===== config.mk =====
export PLATFORM = sky130hd
export DESIGN_NAME = bank_cmd_sequencer
export DESIGN_NICKNAME = d
export VERILOG_FILES = /design/src/rtl/bank_seq_pkg.sv /design/src/rtl/bank_interval_timer.sv /design/src/rtl/bank_latency_line.sv /design/src/rtl/bank_seq_fsm.sv /design/src/rtl/bank_cmd_sequencer.sv
export SDC_FILE = /design/constraint.sdc
export NUM_CORES = 1
export LEC_CHECK = 0
export ABC_AREA = 1
export BUFFER_PORTS_ARGS = -buffer_cell sky130_fd_sc_hd__buf_2
export CORE_MARGIN = 3
export CORE_UTILIZATION = 32
export DETAILED_ROUTE_END_ITERATION = 10
export GPL_ROUTABILITY_DRIVEN = 1
export SYNTH_ARGS = -nofsm -noshare
export SYNTH_HDL_FRONTEND = slang
export SYNTH_SLANG_ARGS = --single-unit

===== constraint.sdc =====
create_clock -name clk -period 1.75 [get_ports clk]
set_clock_uncertainty 0.05 [all_clocks]
set_input_delay 0 -clock clk [delete_from_list [all_inputs] [get_ports clk]]
set_output_delay 0 -clock clk [all_outputs]
set_load 0.02 [all_outputs]

===== src/rtl/bank_seq_pkg.sv =====
package bank_seq_pkg;

  typedef enum logic [2:0] {
    CMD_NOP = 3'd0,
    CMD_ACT = 3'd1,
    CMD_RD  = 3'd2,
    CMD_WR  = 3'd3,
    CMD_PRE = 3'd4
  } bank_cmd_e;

  typedef enum logic [1:0] {
    ACC_CLOSED = 2'd0,
    ACC_HIT    = 2'd1,
    ACC_MISS   = 2'd2
  } acc_kind_e;

  typedef enum logic [2:0] {
    ST_CLOSED   = 3'd0,
    ST_OPEN     = 3'd1,
    ST_ACT_WAIT = 3'd2,
    ST_PRE_WAIT = 3'd3,
    ST_RP_WAIT  = 3'd4
  } bank_state_e;

  localparam int NUM_TIMERS = 3;
  localparam int TMR_RCD    = 0;
  localparam int TMR_RAS    = 1;
  localparam int TMR_RP     = 2;

  function automatic int max3(input int a, input int b, input int c);
    int m;
    m = a;
    if (b > m) m = b;
    if (c > m) m = c;
    return m;
  endfunction

endpackage


===== src/rtl/bank_interval_timer.sv =====
module bank_interval_timer #(
  parameter int W = 8
) (
  input  logic         clk,
  input  logic         rst_n,
  input  logic         load,
  input  logic [W-1:0] load_val,
  output logic         done
);

  logic [W-1:0] cnt_q;

  always_ff @(posedge clk or negedge rst_n) begin
    if (!rst_n) begin
      cnt_q <= '0;
    end else if (load) begin
      cnt_q <= load_val;
    end else if (cnt_q != '0) begin
      cnt_q <= cnt_q - 1'b1;
    end
  end

  assign done = (cnt_q == '0);

endmodule


===== src/rtl/bank_latency_line.sv =====
module bank_latency_line #(
  parameter int LAT = 4
) (
  input  logic clk,
  input  logic rst_n,
  input  logic din,
  output logic dout
);

  generate
    if (LAT == 1) begin : g_single
      logic q;
      always_ff @(posedge clk or negedge rst_n) begin
        if (!rst_n) q <= 1'b0;
        else        q <= din;
      end
      assign dout = q;
    end else begin : g_chain
      logic [LAT-1:0] sr;
      always_ff @(posedge clk or negedge rst_n) begin
        if (!rst_n) sr <= '0;
        else        sr <= {sr[LAT-2:0], din};
      end
      assign dout = sr[LAT-1];
    end
  endgenerate

endmodule


===== src/rtl/bank_seq_fsm.sv =====
module bank_seq_fsm
  import bank_seq_pkg::*;
#(
  parameter int ROW_W = 15,
  parameter int COL_W = 10
) (
  input  logic             clk,
  input  logic             rst_n,
  input  logic             close_page,
  input  logic             req_valid,
  output logic             req_ready,
  input  logic [ROW_W-1:0] req_row,
  input  logic [COL_W-1:0] req_col,
  input  logic             req_write,
  input  logic             rcd_done,
  input  logic             ras_done,
  input  logic             rp_done,
  output logic             ld_act,
  output logic             ld_pre,
  output logic [2:0]       cmd_code,
  output logic [ROW_W-1:0] cmd_row,
  output logic [COL_W-1:0] cmd_col,
  output logic             acc_valid,
  output logic [1:0]       acc_kind
);

  bank_state_e      st_q, st_n;
  bank_cmd_e        cmd_q, cmd_n;
  acc_kind_e        kind_q, kind_n;
  logic [ROW_W-1:0] row_q, row_n, open_row_q, pend_row_q;
  logic [COL_W-1:0] col_q, col_n, pend_col_q;
  logic             pend_wr_q, auto_q, auto_n, take, accv_q;

  always_comb begin
    st_n      = st_q;
    cmd_n     = CMD_NOP;
    row_n     = '0;
    col_n     = '0;
    take      = 1'b0;
    kind_n    = ACC_CLOSED;
    auto_n    = auto_q;
    req_ready = 1'b0;
    case (st_q)
      ST_CLOSED: begin
        req_ready = rp_done;
        if (req_valid && rp_done) begin
          take   = 1'b1;
          kind_n = ACC_CLOSED;
          cmd_n  = CMD_ACT;
          row_n  = req_row;
          st_n   = ST_ACT_WAIT;
        end
      end
      ST_OPEN: begin
        req_ready = 1'b1;
        if (req_valid) begin
          take = 1'b1;
          if (req_row == open_row_q) begin
            kind_n = ACC_HIT;
            cmd_n  = req_write ? CMD_WR : CMD_RD;
            row_n  = req_row;
            col_n  = req_col;
            if (close_page) begin
              st_n   = ST_PRE_WAIT;
              auto_n = 1'b1;
            end
          end else begin
            kind_n = ACC_MISS;
            auto_n = 1'b0;
            if (ras_done) begin
              cmd_n = CMD_PRE;
              row_n = open_row_q;
              st_n  = ST_RP_WAIT;
            end else begin
              st_n = ST_PRE_WAIT;
            end
          end
        end
      end
      ST_ACT_WAIT: begin
        if (rcd_done) begin
          cmd_n = pend_wr_q ? CMD_WR : CMD_RD;
          row_n = pend_row_q;
          col_n = pend_col_q;
          if (close_page) begin
            st_n   = ST_PRE_WAIT;
            auto_n = 1'b1;
          end else begin
            st_n = ST_OPEN;
          end
        end
      end
      ST_PRE_WAIT: begin
        if (ras_done) begin
          cmd_n = CMD_PRE;
          row_n = open_row_q;
          st_n  = auto_q ? ST_CLOSED : ST_RP_WAIT;
        end
      end
      ST_RP_WAIT: begin
        if (rp_done) begin
          cmd_n = CMD_ACT;
          row_n = pend_row_q;
          st_n  = ST_ACT_WAIT;
        end
      end
      default: st_n = ST_CLOSED;
    endcase
  end

  always_ff @(posedge clk or negedge rst_n) begin
    if (!rst_n) begin
      st_q       <= ST_CLOSED;
      cmd_q      <= CMD_NOP;
      row_q      <= '0;
      col_q      <= '0;
      kind_q     <= ACC_CLOSED;
      accv_q     <= 1'b0;
      auto_q     <= 1'b0;
      open_row_q <= '0;
      pend_row_q <= '0;
      pend_col_q <= '0;
      pend_wr_q  <= 1'b0;
    end else begin
      st_q   <= st_n;
      cmd_q  <= cmd_n;
      row_q  <= row_n;
      col_q  <= col_n;
      auto_q <= auto_n;
      accv_q <= take;
      if (take) begin
        kind_q     <= kind_n;
        pend_row_q <= req_row;
        pend_col_q <= req_col;
        pend_wr_q  <= req_write;
      end
      if (cmd_n == CMD_ACT) open_row_q <= row_n;
    end
  end

  assign ld_act    = (cmd_n == CMD_ACT);
  assign ld_pre    = (cmd_n == CMD_PRE);
  assign cmd_code  = cmd_q;
  assign cmd_row   = row_q;
  assign cmd_col   = col_q;
  assign acc_valid = accv_q;
  assign acc_kind  = kind_q;

endmodule


===== src/rtl/bank_cmd_sequencer.sv =====
module bank_cmd_sequencer
  import bank_seq_pkg::*;
#(
  parameter int ROW_W = 15,
  parameter int COL_W = 10,
  parameter int T_RCD = 30,
  parameter int T_CL  = 30,
  parameter int T_CWL = 28,
  parameter int T_RP  = 30,
  parameter int T_RAS = 75
) (
  input  logic             clk,
  input  logic             rst_n,
  input  logic             close_page,
  input  logic             req_valid,
  output logic             req_ready,
  input  logic [ROW_W-1:0] req_row,
  input  logic [COL_W-1:0] req_col,
  input  logic             req_write,
  output logic [2:0]       cmd_code,
  output logic [ROW_W-1:0] cmd_row,
  output logic [COL_W-1:0] cmd_col,
  output logic             rd_data_valid,
  output logic             wr_data_due,
  output logic             acc_valid,
  output logic [1:0]       acc_kind
);

  localparam int CNT_W = $clog2(max3(T_RCD, T_RAS, T_RP) + 1);

  logic                 ld_act, ld_pre;
  logic [NUM_TIMERS-1:0] t_load, t_done;
  logic [CNT_W-1:0]     t_val [NUM_TIMERS];

  always_comb begin
    t_load          = '0;
    t_load[TMR_RCD] = ld_act;
    t_load[TMR_RAS] = ld_act;
    t_load[TMR_RP]  = ld_pre;
    t_val[TMR_RCD]  = CNT_W'(T_RCD - 1);
    t_val[TMR_RAS]  = CNT_W'(T_RAS - 1);
    t_val[TMR_RP]   = CNT_W'(T_RP - 1);
  end

  generate
    for (genvar gi = 0; gi < NUM_TIMERS; gi++) begin : g_tmr
      bank_interval_timer #(.W(CNT_W)) u_tmr (
        .clk      (clk),
        .rst_n    (rst_n),
        .load     (t_load[gi]),
        .load_val (t_val[gi]),
        .done     (t_done[gi])
      );
    end
  endgenerate

  bank_seq_fsm #(.ROW_W(ROW_W), .COL_W(COL_W)) u_fsm (
    .clk        (clk),
    .rst_n      (rst_n),
    .close_page (close_page),
    .req_valid  (req_valid),
    .req_ready  (req_ready),
    .req_row    (req_row),
    .req_col    (req_col),
    .req_write  (req_write),
    .rcd_done   (t_done[TMR_RCD]),
    .ras_done   (t_done[TMR_RAS]),
    .rp_done    (t_done[TMR_RP]),
    .ld_act     (ld_act),
    .ld_pre     (ld_pre),
    .cmd_code   (cmd_code),
    .cmd_row    (cmd_row),
    .cmd_col    (cmd_col),
    .acc_valid  (acc_valid),
    .acc_kind   (acc_kind)
  );

  bank_latency_line #(.LAT(T_CL)) u_rd_lat (
    .clk   (clk),
    .rst_n (rst_n),
    .din   (cmd_code == CMD_RD),
    .dout  (rd_data_valid)
  );

  bank_latency_line #(.LAT(T_CWL)) u_wr_lat (
    .clk   (clk),
    .rst_n (rst_n),
    .din   (cmd_code == CMD_WR),
    .dout  (wr_data_due)
  );

endmodule


==> qor.yml, run 1 <==
finish:
  antenna_cells: 0
  finalNetCount: 884
  drive_gt1_share_pct: 36.89
  fill_cells: 1784
  area_growth_pct: 44.90
grt:
  grt_pass1_wl_um: 24130
  antenna_found_initial: 0
  grtUsageTotal_pct: 14.19
  grt_max_degree: 51
  overflow: 0
  grt_pass1_vias: 4849
floorplanning:
  die-area_um2: 21140
  die_height_um: 145.4
  rows: 50
  die_x_um: 145.4
  core-area_um2: 18890
  start_util_pct: 32.91
  io_pins: 64
placed_design:
  hpwl_um: 9074
  place_ws_ns: -0.2425
  port_buffers: 63
  place_congestion: 0.7890
status:
  violations: "negative setup slack"
  status: "finished with violations"
timing:
  fin_ws_ns: -0.1973
  slew_viol_final: 0
  layout_min_cycle_time_ns: 1.947
  setup_viol: 88
  rsz0062_at_grt: "yes"
  fin_crit_sh_pct: 111.3
  max_freq_mhz: 513.5
  hold_viol_final: 0
  tns_ns: -7.171
  maxSlewHeadroom_pct: 75.40
  holdWs_ns: 0.06562
  tightest_slew_ns: 0.3670
drt:
  drtAntennaViolNets: 0
  initialDrtViolationCount: 251
  num_vias: 4798
  wl_per_cell_um: 13.07
  routed_wl_um: 14670
  via_per_inst: 4.276
  firstDrtPassIters: 4
  drcViolationCount: 0
pwr:
  vdd_drop_max_v: 0.0006428
  leakage_nw: 4.794
  cellPowerDensity_nw_per_um2: 827.4
run:
  cap_violations: 0
setup_path:
  end_kind: "flop"
  path_cells: "inv_1 > nand2_1 > nand2_1 > nor2_1 > nand2_1 > nor2_4 > buf_6 > nand2_4 > nand2_4 > nand2_8 > nand2_4 > nand3_4 > clkbuf_16 > nand2_4 > nand2_1"
  regToRegSetupSlack_ns: -0.20
  cp-start-kind: "flop"
  arrival_ns: 2.21
  critPathKind: "reg -> reg"
  path_max_fanout: 7
  required_ns: 2.02
  critPathSlowestCell: "dfrtp_1"
  cpPeakStageDelay_ns: 0.40
clock_network:
  clk_latency_ns: 0.43
  h-tree-depth: 4
  numCtsBuffers: 17
  clkTransAtPathRegs_ns: 0.07
  cts_root_buf: "clkbuf_16"
  cts_sinks: 155
  cts_tree: "yes"
  clock_path_buffers: 2
synthesis:
  synth_cell_types: 35
  syn-instance-count: 653
  yosys_warnings: 0
  synth_seq_cells: 155
  synth_nets: 688
  netlist_area_um2: 6217
  yosysSeqAreaShare_pct: 62.39
  avgSynthCellArea_um2: 9.521
hold_path:
  hold_class: "in -> async"
==> kinds of logic (layout without fill, tap and decap cells) <==
family / count (synthesis) / count (layout) / share of synthesized area (%)
buffers and inverters: 117 / 326 / 7.768
XOR/XNOR: 7 / 7 / 0.9861
AO/OA/AOI/OAI: 76 / 76 / 6.440
AND/OR/NAND/NOR: 293 / 293 / 21.41
flip-flops: 155 / 155 / 62.39
adder cells (fa/ha/maj): 5 / 5 / 1.006
==> cell usage after synthesis <==
cell type	number	share of area, %
buf_6	3	0.54
a21oi_1	20	1.6
nor3b_1	2	0.24
clkbuf_1	3	0.18
ha_1	5	1.0
or2_1	2	0.20
inv_2	14	0.85
nor2_1	48	2.9
a21oi_4	1	0.26
dfrtp_1	155	62
o22ai_1	1	0.10
o211ai_1	2	0.24
buf_2	7	0.56
clkbuf_2	1	0.080
nand2_4	3	0.54
buf_4	3	0.36
nand4_2	1	0.20
o21ai_0	49	3.9
xnor2_1	1	0.14
a22oi_1	1	0.12
nand3b_1	4	0.48
inv_1	86	5.2
o21ai_1	2	0.16
nor3_4	1	0.26
nand3_1	38	3.1
nor2_8	1	0.32
nand4_1	1	0.10
nor3_2	1	0.16
nand2_1	163	9.8
nand2_2	14	1.4
nor2_2	6	0.60
nand3_4	1	0.28
nor3_1	4	0.32
xor2_1	6	0.85
nand3_2	3	0.48
==> worst max-delay path: cells and delay by family, from the launching register on <==
kind          cells  cell delay, ns
flops             1            0.40
buf+inv           3            0.39
simple gates     12            0.97
==> state kept, by name (all words and copies together), names as in the netlist, 10 cells and up <==
register / count
u_rd_lat.g_chain.sr: 30
u_wr_lat.g_chain.sr: 28
g_tmr.u_tmr.cnt_q: 21
u_fsm.cmd_row: 15
u_fsm.open_row_q: 15
u_fsm.pend_row_q: 15
u_fsm.cmd_col: 10
u_fsm.pend_col_q: 10
==> where the power goes <==
group	switching [W]	leakage (nW)	internal, W
Combinational	0.000174	2.47	0.000117
Sequential	0.0000111	2.05	0.00362
Clock	0.00164	0.273	0.00189
Total	0.00183	4.79	0.00563
==> worst paths after layout <==
path	endpoint	cells past startpoint	from
max	u_fsm.open_row_q[8]	15	u_fsm.open_row_q[8]
min	u_rd_lat.g_chain.sr[29]	3	rst_n
max reg2reg	u_fsm.open_row_q[8]	15	u_fsm.open_row_q[8]
max in group asynchronous	u_fsm.pend_col_q[8]	3	rst_n
min in group clk	u_fsm.cmd_code[0]	6	req_valid
min reg2reg	u_rd_lat.g_chain.sr[16]	0	u_rd_lat.g_chain.sr[15]
==> area by class of cell <==
type | count | area, um2 | area share, %
Clock buffer | 17 | 425.4 | 4.722
Inverter | 100 | 381.6 | 4.236
Timing Repair Buffer | 194 | 1687 | 18.72
Multi-Input combinational cell | 381 | 2163 | 24.01
Sequential cell | 155 | 3880 | 43.07
Tap cell | 260 | 325.3 | 3.611
Clock inverter | 15 | 146.4 | 1.625
==> metrics by stage <==
step                      util (%)  power (W)  cells  instance area, um2
after detailed placement     39.30   0.003928   1032                7425
after global placement       39.30   0.003921   1032                7425
final                        47.68   0.007454   1122                9009
after CTS                    45.74   0.007561   1110                8642
after floorplan                  -   0.003765    653                6228
after global routing         47.68   0.007742   1122                9009
==> cells in the final DEF (no fill, tap or decap), types with 4 or more instances in the layout <==
cell	instances
nor2_2	17
o21ai_0	18
nand3_2	15
nand3b_1	4
inv_1	76
ha_1	4
dfrtp_1	154
buf_12	11
dlygate4sd3_1	28
a21oi_1	20
nand2_2	30
buf_16	4
buf_2	61
nand2_1	137
o21ai_2	6
clkinvlp_4	4
nor2_1	33
buf_6	16
buf_4	72
inv_2	22
xor2_1	6
nand2_4	12
nor2_4	4
inv_6	6
nand3_1	25
o21ai_1	27
clkbuf_16	19
==> metal layers <==
layer | wire length (um) | GRT usage (%) | share of wire [%] | up-vias
li1 | - | - | - | 2409
met1 | 7109 | 20.00 | 48 | 2298
met2 | 6844 | 21.71 | 47 | 77
met3 | 529 | 3.550 | 3.6 | 14
met4 | 187 | 4.511 | 1.3 | 0
met5 | 0 | 0 | 0 | -
==> timing repair <==
item,4_1_cts,5_1_grt
setup buffers,12,11
cloned,5,2
pin swaps,4,27
hold endpoints to repair,225,0
hold buffers,29,0
endpoints found under the setup margin,91,97
gates resized for setup,64,77
Note: power is estimated with default switching activity, not from simulation.
==> run 2, diff against run 1 <==
--- a/config.mk
+++ b/config.mk
@@ -5,12 +5,10 @@
 export SDC_FILE = /design/constraint.sdc
 export NUM_CORES = 1
 export LEC_CHECK = 0
-export ABC_AREA = 1
 export BUFFER_PORTS_ARGS = -buffer_cell sky130_fd_sc_hd__buf_2
 export CORE_MARGIN = 3
 export CORE_UTILIZATION = 32
 export DETAILED_ROUTE_END_ITERATION = 10
-export GPL_ROUTABILITY_DRIVEN = 1
 export SYNTH_ARGS = -nofsm -noshare
 export SYNTH_HDL_FRONTEND = slang
 export SYNTH_SLANG_ARGS = --single-unit
==> qor.yml, run 2 <==
status:
  status: "finished with violations"
  violations: "negative setup slack"
drt:
  num_vias: 4688
  via_per_inst: 4.904
  routed_wl_um: 15680
  drcViolationCount: 0
  initialDrtViolationCount: 352
  wl_per_cell_um: 16.40
  drtAntennaViolNets: 0
  firstDrtPassIters: 4
finish:
  area_growth_pct: 36.17
  regMostFlops: "u_rd_lat.g_chain.sr"
  antenna_cells: 0
  finalNetCount: 718
  final_cell_mix: "dfrtp_1 (155), buf_4 (63), buf_2 (61)"
  largest_register_ffs: 30
  reg.largest.list: "u_rd_lat.g_chain.sr (30), u_wr_lat.g_chain.sr (28), g_tmr.u_tmr.cnt_q (21)"
  stdcell_area_um2: 8597
  final_common_cell: "dfrtp_1"
  drive_gt1_share_pct: 35.34
grt:
  overflow: 0
  antenna_found_initial: 0
  grt_pass1_vias: 4965
  grt_max_degree: 58
  grtUsageTotal_pct: 14.88
  grt_pass1_wl_um: 25560
synthesis:
  synth_seq_cells: 155
  synth_edf_count: 0
  synth_cell_types: 52
  avgSynthCellArea_um2: 12.12
  synth_most_common_cell: "dfrtp_1"
  synth_area_leader_cell: "dfrtp_1"
  netlist_area_um2: 6314
  synth_common_cells: "dfrtp_1 (155), nand2_1 (54), inv_1 (27)"
  yosys_warnings: 0
  yosysSeqAreaShare_pct: 61.43
  yosys-top-cells-area: "dfrtp_1 (61%), mux2_2 (4.6%), nand2_1 (3.2%)"
  async_flop_share_pct: 100.0
  synth_nets: 556
  syn-instance-count: 521
  yosys_most_used_dff: "dfrtp_1"
  synth.top_cell.area_share_pct: 61.43
setup_path:
  critPathSlowestCell: "dfrtp_1"
  critical_path_depth: 7
  end_kind: "flop"
  cp-start-kind: "flop"
  cpPeakStageDelay_ns: 0.40
  arrival_ns: 2.30
  r2r_cells: 7
  path_max_fanout: 13
  crit_buf_inv: 2
  required_ns: 2.06
  path_cells: "xor2_1 > nor4_2 > nand4_2 > buf_6 > nor3_4 > buf_12 > a22o_1"
  critPathKind: "reg -> reg"
  critPathTopFamily: "simple AND/OR/NAND/NOR gates"
clock_network:
  clkTransAtPathRegs_ns: 0.07
  cts_tree: "yes"
  h-tree-depth: 4
  numCtsBuffers: 17
  clk_latency_ns: 0.42
  clock_path_buffers: 2
  cts_root_buf: "clkbuf_16"
  cts_sinks: 155
pwr:
  p_clk_share_pct: 30.8
  swShare_pct: 31.87
  p_int_w: 0.007977
  p_switching_w: 0.003732
  vdd_drop_max_v: 0.0004458
  p_seq_share_pct: 41.2
  cellPowerDensity_nw_per_um2: 1362
  leakage_nw: 4.204
  total_power_w: 0.01171
  comb_power_share_pct: 28.1
timing:
  slew_viol_final: 0
  fin_ws_ns: -0.2445
  max_freq_mhz: 501.4
  tightest_slew_ns: 0.5486
  rsz0062_at_grt: "yes"
  maxSlewHeadroom_pct: 63.43
  layout_min_cycle_time_ns: 1.994
  fin_crit_sh_pct: 114.0
  hold_viol_final: 0
  setup_viol: 97
hold_path:
  hold_class: "in -> async"
placed_design:
  place_ws_ns: -0.2322
  postPlaceCellArea_um2: 7427
  port_buffers: 63
  place_congestion: 0.8380
  hpwl_um: 9969
floorplanning:
  rows: 50
  core-area_um2: 19020
  die-area_um2: 21450
  die_x_um: 146.5
  io_pins: 64
  start_util_pct: 33.20
  die_height_um: 146.5
run:
  cap_violations: 0
## run 2: cell types whose count changed after synthesis, sizes merged, moves of 15 or more
cell and change:
a311oi +15, and3 +20, inv -73, mux2 +26
nand2 -126, nand3 -20, nor2 -36, o21ai -34
## run 2: cell families after synthesis
family / count (synthesis) / synth area share (%)
simple gates: 170 / 15.72
flops: 155 / 61.43
compound gates: 84 / 9.255
buf+inv: 54 / 4.221
xor+xnor: 27 / 3.746
mux: 26 / 4.637
fa+ha+maj: 5 / 0.9909
## run 2: worst paths after layout
kind                                         startpoint                       to  slack [ns]
worst max-delay path                u_fsm.open_row_q[8]         u_fsm.cmd_col[7]       -0.24
worst min-delay path                              rst_n  u_wr_lat.g_chain.sr[25]        0.07
worst max register to register      u_fsm.open_row_q[8]         u_fsm.cmd_col[7]       -0.24
worst min register to register  u_wr_lat.g_chain.sr[10]  u_wr_lat.g_chain.sr[11]        0.30
max in group asynchronous                         rst_n  g_tmr[2].u_tmr.cnt_q[6]        0.93
min in group clk                              req_valid             u_fsm.auto_q        0.09
## run 2: layout make-up
cell class	count	area, um2
Inverter	27	101.3
Sequential cell	155	3879
Multi-Input combinational cell	312	2327
Fill cell	1716	10420
Clock buffer	18	429.2
Tap cell	260	325.3
Clock inverter	14	151.4
Timing Repair Buffer	170	1384
## run 2: timing repair
item	CTS	global route
endpoints found under the setup margin	94	97
endpoints found under the hold margin	224	0
hold buffers	28	0
pin swaps	5	22
buffers inserted	3	4
gates resized for setup	30	33
cloned	1	3
## run 2: routing by layer
metal | vias up | track usage (%) | wire length (um)
li1 | 2146 | - | -
met1 | 2374 | 19.16 | 6855
met2 | 144 | 24.47 | 7785
met3 | 24 | 4.035 | 765
met4 | 0 | 4.798 | 277
met5 | - | 0 | 0
## run 2: through the flow
step | std cells | TNS [ns] | util [%] | hold slack, ns
6_report | 956 | -14.90 | 45.20 | 0.06826
2_1_floorplan | 521 | -3.444 | - | -0.3456
4_1_cts | 949 | -12.20 | 44.11 | 0.06418
3_5_place_dp | 885 | -13.40 | 39.05 | -0.04540
5_1_grt | 956 | -22.72 | 45.20 | 0.1054
3_3_place_gp | 885 | -11.21 | 39.05 | -0.04841
## run 2: power groups by stage
stage          clock network [W]  registers [W]  logic [W]
6_report                 0.00360        0.00482    0.00329
5_1_grt                  0.00388        0.00490    0.00364
4_1_cts                  0.00369        0.00480    0.00313
3_5_place_dp                   0        0.00485    0.00298
3_3_place_gp                   0        0.00482    0.00286
2_1_floorplan                  0        0.00479    0.00183
